===== src/rtl/qsd_to_int.sv =====
module qsd_to_int #(
  parameter int DIGITS     = 4,
  parameter bit REGISTERED = 1'b1
) (
  input  logic                      clk,
  input  logic                      rst,
  input  logic                      in_valid,
  input  logic [3*DIGITS-1:0]       digits_i,
  input  logic [1:0]                carry_i,
  output logic signed [2*DIGITS+2:0] value_o,
  output logic                      bad_o,
  output logic                      valid_o
);
  localparam int OUT_W = 2*DIGITS + 3;
  localparam int LIM   = 2*(4**DIGITS) - 1;

  logic signed [OUT_W-1:0] acc;
  logic                    bad;

  always_comb begin
    acc = {{(OUT_W-2){carry_i[1]}}, carry_i} << (2*DIGITS);
    bad = (carry_i == 2'b10);
    for (int i = 0; i < DIGITS; i++) begin
      acc = acc + ({{(OUT_W-3){digits_i[3*i+2]}}, digits_i[3*i +: 3]} << (2*i));
      bad = bad | (digits_i[3*i +: 3] == 3'b100);
    end
  end

  generate
    if (REGISTERED) begin : g_reg
      always_ff @(posedge clk) begin
        if (rst) begin
          value_o <= '0;
          bad_o   <= 1'b0;
          valid_o <= 1'b0;
        end else begin
          valid_o <= in_valid;
          if (in_valid) begin
            value_o <= acc;
            bad_o   <= bad;
          end
        end
      end

      assert_valid_follows_R7: assert property (@(posedge clk) disable iff (rst)
        in_valid |=> valid_o);
      assert_quiet_hold_R8: assert property (@(posedge clk) disable iff (rst)
        !in_valid |=> (!valid_o && $stable(value_o) && $stable(bad_o)));
      assert_bad_carry_R5: assert property (@(posedge clk) disable iff (rst)
        (in_valid && carry_i == 2'b10) |=> bad_o);
      assert_no_overflow_R3: assert property (@(posedge clk) disable iff (rst)
        (valid_o && !bad_o) |-> (value_o <= LIM && value_o >= -LIM));
    end else begin : g_comb
      assign value_o = acc;
      assign bad_o   = bad;
      assign valid_o = in_valid;

      assert_bad_carry_comb_R5: assert property (@(posedge clk) disable iff (rst)
        (carry_i == 2'b10) |-> bad_o);
      assert_bad_digit_comb_R4: assert property (@(posedge clk) disable iff (rst)
        (digits_i[2:0] == 3'b100) |-> bad_o);
      assert_no_overflow_comb_R3: assert property (@(posedge clk) disable iff (rst)
        !bad_o |-> (value_o <= LIM && value_o >= -LIM));
    end
  endgenerate
endmodule


===== config.mk =====
export PLATFORM = sky130hd
export DESIGN_NAME = qsd_to_int
export DESIGN_NICKNAME = d
export VERILOG_FILES = /design/src/rtl/qsd_to_int.sv
export SDC_FILE = /design/constraint.sdc
export NUM_CORES = 1
export LEC_CHECK = 0
export BUFFER_PORTS_ARGS = -buffer_cell sky130_fd_sc_hd__buf_2
export CAP_MARGIN = 10
export CORE_UTILIZATION = 45
export DETAILED_ROUTE_END_ITERATION = 8
export GPL_ROUTABILITY_DRIVEN = 0
export GPL_TIMING_DRIVEN = 1
export PLACE_DENSITY = 0.71
export REMOVE_ABC_BUFFERS = 1
export SETUP_SLACK_MARGIN = 0.5
export SYNTH_ARGS = -nofsm -noshare
export SYNTH_HDL_FRONTEND = slang
export SYNTH_SLANG_ARGS = --single-unit

===== constraint.sdc =====
create_clock -name clk -period 10 [get_ports clk]
set_clock_uncertainty 0.05 [all_clocks]
set_input_delay 1.5 -clock clk [delete_from_list [all_inputs] [get_ports clk]]
set_output_delay 1.5 -clock clk [all_outputs]
set_load 0.005 [all_outputs]

==> results.py, run 1 <==
metrics = {
    "clocking": {
        "htreeDepth": 1,
        "clk_pin_slew_ps": 100,
        "post_cts_buffers": 0,
        "cts_tree": "yes",
        "cts_buffer_depth": 2,
        "root_buffer": "clkbuf_4",
        "ctsHoldBuffers": 0,
        "cts_buffers": 3,
        "clock_latency_ps": 290,
        "clock_sinks": 13,
        "cts_resized": 0,
    },
    "layout": {
        "fin_cells": 168,
        "mostFrequentLayoutCell": "buf_2",
        "layout_common_cells": "29 x buf_2, 19 x nor2_1, 18 x inv_1",
        "diodes": 0,
        "fill_cells": 210,
        "drive_above_1_share": 0.241,
        "syn_to_final_growth_pct": 18.4,
        "fin_util": 0.591,
        "fin_nets": 182,
    },
    "logic_synthesis": {
        "netlist_instances": 112,
        "synth_top_family_by_area": "adder cells",
        "yosys.area_share.simple": 0.151,
        "ys_seq_area_frac": 0.256,
        "synth_area_sq_um": 1020,
        "synth_edf_count": 0,
        "synth.ff_latch_count": 13,
        "synth_compound_area_frac": 0.0835,
        "synthMuxAreaShare": 0.0590,
        "synthTopCellsByArea": "dfxtp_1 26%, fa_1 18%, ha_1 17%",
        "yosys.cell_types.count": 26,
        "yosysWarningCount": 0,
        "synth-adder-area-share": 0.349,
        "ys.flop_type": "dfxtp_1",
        "yosys.area.top_type": "dfxtp_1",
        "synthArstFlopShare": 0,
        "synth-xor-area-share": 0.0172,
        "synth_top_area_share": 0.256,
        "avgSynthCellArea_sq_um": 9.09,
    },
    "grt": {
        "grt_pass1_wl_microns": 3370,
        "grt_usage": 0.183,
        "antenna_found_initial": 0,
        "grt_pass1_vias": 806,
        "overflow": 0,
        "grt_max_degree": 18,
    },
    "critical_path": {
        "required_ps": 10130,
        "cp_max_fo": 5,
        "critPathLaunchType": "primary input",
        "arrival_ps": 4500,
        "critPathKind": "in -> reg",
        "cp-end-kind": "flop",
    },
    "job": {
        "cap_viol_max_count": 0,
    },
    "power_and_ir_drop": {
        "p_leak_uw": 0.000656,
        "peakVddDrop_mv": 0.0889,
        "powerDensity_nw_per_um2": 159,
        "p_total_uw": 192,
    },
    "routing": {
        "route.detailed.drc": 0,
        "avgRoutedWirePerCell_microns": 12.0,
        "via_count": 839,
        "drtIter0Drc": 15,
        "viasPerCell": 4.99,
        "wirelength_microns": 2020,
        "detail-route-antenna-nets": 0,
        "first_pass_iters": 4,
    },
    "sta": {
        "tightestPinTransition_ps": 336,
        "period_needed_ps": 4370,
        "rsz0062_at_grt": "no",
        "max_freq_mhz": 229,
        "finalHoldViolations": 0,
        "drv_slew": 0,
        "layout_setup_ws_ps": 5630,
        "post-route-period-util": 0.437,
        "relSlewSlack": 0.776,
        "tns_ps": 0,
        "finalSetupViolations": 0,
    },
    "floorplan": {
        "core_sq_um": 2040,
        "die_height_microns": 49.6,
        "rows": 16,
        "initial_core_util": 0.499,
        "ioPinCount": 30,
        "dieArea_sq_um": 2460,
        "die_width_microns": 49.6,
    },
    "placement": {
        "placed_cells": 164,
        "portBuffers": 29,
        "hpwl_microns": 1670,
        "dp_slack_ps": 5280,
    },
    "status": {
        "status": "complete, no violations",
    },
    "hold_path": {
        "hold_class": "reg -> reg",
    },
}
[path summary, 6_finish.rpt]
path / start / endpoint / slack, ps / cells past startpoint
worst min-delay path: value_o[6]$_SDFFE_PP0P_ / value_o[6]$_SDFFE_PP0P_ / 440 / 2
worst min register to register: value_o[6]$_SDFFE_PP0P_ / value_o[6]$_SDFFE_PP0P_ / 440 / 2
worst max-delay path: digits_i[2] / value_o[10]$_SDFFE_PP0P_ / 5630 / 13
worst max register to register: bad_o$_SDFFE_PP0P_ / bad_o$_SDFFE_PP0P_ / 9170 / 2
[worst max-delay path, stage by stage]
cell	delay, ps
buf_2	160
inv_1	90
fa_1	580
inv_1	100
fa_1	560
inv_1	70
fa_1	500
inv_1	40
ha_1	320
nand2_1	70
o31ai_1	250
and3_1	210
nor4_1	50
[synth_stat cells (2+ instances only)]
| cell type | count |
|---|---|
| nand2_1 | 5 |
| nor2_1 | 19 |
| a21oi_1 | 2 |
| nor4_1 | 2 |
| dfxtp_1 | 13 |
| ha_1 | 14 |
| inv_1 | 18 |
| nor3_1 | 4 |
| a211o_1 | 2 |
| clkbuf_1 | 3 |
| xor2_1 | 2 |
| fa_1 | 9 |
| mux2i_1 | 6 |
[flip-flops by register name, indices dropped and copies added (netlist names)]
register and flops:
valid_o 1, bad_o 1, value_o 11
[stage by stage]
stage	hold WS, ps	instance area (sq um)
2_1_floorplan	419	1000
3_3_place_gp	417	1180
3_5_place_dp	428	1180
4_1_cts	444	1210
5_1_grt	473	1210
6_report	442	1210
[cell families after synthesis]
| kind of cell | after synthesis |
|---|---|
| AO/OA/AOI/OAI | 11 |
| XOR/XNOR | 2 |
| adder cells (fa/ha/maj) | 23 |
| buffers and inverters | 22 |
| flip-flops | 13 |
| multiplexers | 6 |
| AND/OR/NAND/NOR | 35 |
[per-layer routing]
metal / GRT usage / wire length, microns
met4: 0.0857 / 38
met1: 0.214 / 888
met3: 0.0370 / 96
met5: 0 / 0
met2: 0.315 / 993
[layout make-up]
cell class / count / area [sq um] / area share
multi-input combinational: 77 / 672 / 0.557
tap: 27 / 33.8 / 0.0280
clock buffer: 3 / 22.5 / 0.0187
clock inverter: 1 / 5.00 / 0.00415
timing repair buffer: 29 / 145 / 0.120
sequential: 13 / 260 / 0.216
inverter: 18 / 67.6 / 0.0560
[where the power goes]
part	total [uW]	internal, uW	switching, uW
logic	93.1	42.3	50.8
clock network	35.2	14.9	20.4
registers	63.5	60.1	3.36
total	192	117	74.5
No activity file was read; power rests on OpenSTA's default activity.
==> inputs of run 2 (changes only) <==
--- a/config.mk
+++ b/config.mk
@@ -11,7 +11,7 @@
 export DETAILED_ROUTE_END_ITERATION = 8
 export GPL_ROUTABILITY_DRIVEN = 0
 export GPL_TIMING_DRIVEN = 1
-export PLACE_DENSITY = 0.71
+export PLACE_DENSITY = 0.74
 export REMOVE_ABC_BUFFERS = 1
 export SETUP_SLACK_MARGIN = 0.5
 export SYNTH_ARGS = -nofsm -noshare
==> constraint.sdc (replaced) <==
create_clock -name clk -period 4 [get_ports clk]
set_clock_uncertainty 0.05 [all_clocks]
set_input_delay 0.6 -clock clk [delete_from_list [all_inputs] [get_ports clk]]
set_output_delay 0.6 -clock clk [all_outputs]
set_load 0.005 [all_outputs]
==> run 2 against run 1 <==
Effect of this change: total power increased to 2.6 times the previous value; flip-flop and latch count is the same; critical path depth decreased by 1; largest power group unchanged.
==> results.py, run 2 (synthesis gave the netlist of run 1 again) <==
metrics = {
    "status": {
        "status": "complete, no violations",
    },
    "sta": {
        "rsz0062_at_grt": "no",
        "max_freq_mhz": 295,
        "drv_slew": 0,
        "period_needed_ps": 3390,
        "finalSetupViolations": 0,
        "tns_ps": 0,
        "post-route-period-util": 0.847,
        "relSlewSlack": 0.765,
        "layout_setup_ws_ps": 612,
        "finalHoldViolations": 0,
        "tightestPinTransition_ps": 353,
    },
    "clocking": {
        "clock_sinks": 13,
        "clk_pin_slew_ps": 90,
        "htreeDepth": 1,
        "ctsHoldBuffers": 0,
        "root_buffer": "clkbuf_4",
        "cts_buffer_depth": 2,
        "cts_tree": "yes",
        "clock_latency_ps": 280,
        "cts_buffers": 3,
    },
    "grt": {
        "busiest_layer": "met2",
        "grt_usage": 0.193,
        "grt_pass1_vias": 842,
        "antenna_found_initial": 0,
        "use_met1": 0.240,
        "overflow": 0,
        "grt_max_degree": 18,
        "grt_pass1_wl_microns": 3650,
        "use_met3": 0.0617,
        "met2_usage": 0.329,
    },
    "critical_path": {
        "r2r-start": "value_o[9]$_SDFFE_PP0P_",
        "r2r-end": "value_o[9]$_SDFFE_PP0P_",
        "cp_max_fo": 4,
        "required_ps": 4150,
        "reg2reg_slack_ps": 3180,
        "rr_worst_depth": 2,
        "critPathKind": "in -> reg",
        "cp-end-kind": "flop",
        "arrival_ps": 3540,
        "critPathLaunchType": "primary input",
    },
    "hold_path": {
        "min_from": "value_o[6]$_SDFFE_PP0P_",
        "min_path_cells": 2,
        "hold_class": "reg -> reg",
        "whs_endpoint": "value_o[6]$_SDFFE_PP0P_",
    },
    "routing": {
        "avgRoutedWirePerCell_microns": 12.9,
        "detail-route-antenna-nets": 0,
        "drtIter0Drc": 22,
        "wirelength_microns": 2190,
        "route.detailed.drc": 0,
        "viasPerCell": 5.03,
        "via_count": 855,
        "first_pass_iters": 4,
    },
    "layout": {
        "largest_reg_flops": 11,
        "fin_util": 0.605,
        "diodes": 0,
        "mostFrequentLayoutCell": "buf_2",
        "syn_to_final_growth_pct": 21.3,
        "fin_cells": 170,
        "layout_common_cells": "28 x buf_2, 19 x nor2_1, 18 x inv_1",
        "fin_nets": 184,
        "top_register": "value_o",
        "drive_above_1_share": 0.273,
        "top_regs": "value_o x11, bad_o x1, valid_o x1",
    },
    "power_and_ir_drop": {
        "peakVddDrop_mv": 0.283,
        "p_leak_uw": 0.000667,
        "powerDensity_nw_per_um2": 402,
    },
    "floorplan": {
        "rows": 16,
        "core_sq_um": 2040,
        "die_width_microns": 49.6,
        "die_height_microns": 49.6,
        "dieArea_sq_um": 2460,
        "ioPinCount": 30,
        "initial_core_util": 0.499,
    },
    "placement": {
        "dp_slack_ps": 148,
        "portBuffers": 29,
        "hpwl_microns": 1730,
        "placed_cells": 164,
    },
    "job": {
        "cap_viol_max_count": 0,
    },
}
-- run 2: changes by cell type in the layout (fill, tap and decap cells not counted) --
cell	delta
buf_4	+2
a21oi_1	-1
a21oi_2	+1
buf_2	-1
clkbuf_4	+1
fa_1	-1
fa_2	+1
o31ai_1	-1
o31ai_2	+1
-- run 2: worst max-delay path by stage --
stage	from	to	slack [ps]	depth (start not counted)
after floorplan	digits_i[2]	value_o[10]$_SDFFE_PP0P_	580	12
after global placement	digits_i[2]	value_o[10]$_SDFFE_PP0P_	230	13
after detailed placement	digits_i[2]	value_o[10]$_SDFFE_PP0P_	150	13
after CTS	digits_i[2]	value_o[10]$_SDFFE_PP0P_	500	13
after global routing	digits_i[5]	value_o[10]$_SDFFE_PP0P_	450	13
final	digits_i[5]	value_o[10]$_SDFFE_PP0P_	610	12
-- run 2: critical path, cell delays in order --
cell     delay (ps)
buf_2           140
inv_1            80
fa_2            550
inv_1            80
fa_1            510
buf_4           160
fa_1            500
ha_1            360
nand2_1          90
o31ai_2          70
and3_1          170
nor4_1          230
-- run 2: per-stage QoR --
stage | power [uW] | instance area [sq um] | hold WS [ps]
3_3_place_gp | 388 | 1180 | 419
4_1_cts | 490 | 1210 | 434
5_1_grt | 545 | 1230 | 448
6_report | 496 | 1230 | 434
2_1_floorplan | 327 | 1000 | 419
3_5_place_dp | 398 | 1180 | 422
-- run 2: repair_timing --
item,in CTS,in global routing
pin swaps,0,2
resized for setup,1,3
setup buffers,0,2
setup endpoints to repair,1,3
-- run 2: layout make-up --
class / count / area (sq um)
Clock buffer: 3 / 22.5
Fill cell: 198 / 807
Timing Repair Buffer: 31 / 163
Clock inverter: 1 / 5.00
Inverter: 18 / 67.6
Multi-Input combinational cell: 77 / 683
Sequential cell: 13 / 260
Tap cell: 27 / 33.8
-- run 2: routing by layer --
layer | wire length (microns) | share of wire | up-vias
li1 | - | - | 431
met1 | 955 | 0.44 | 398
met2 | 1090 | 0.50 | 22
met3 | 118 | 0.054 | 4
met4 | 25 | 0.011 | 0
met5 | 0 | 0 | -
-- run 2: where the power goes --
part | switching (uW) | internal (uW) | total, uW
registers | 8.28 | 150 | 159
logic | 137 | 114 | 251
clock network | 48.9 | 37.2 | 86.1
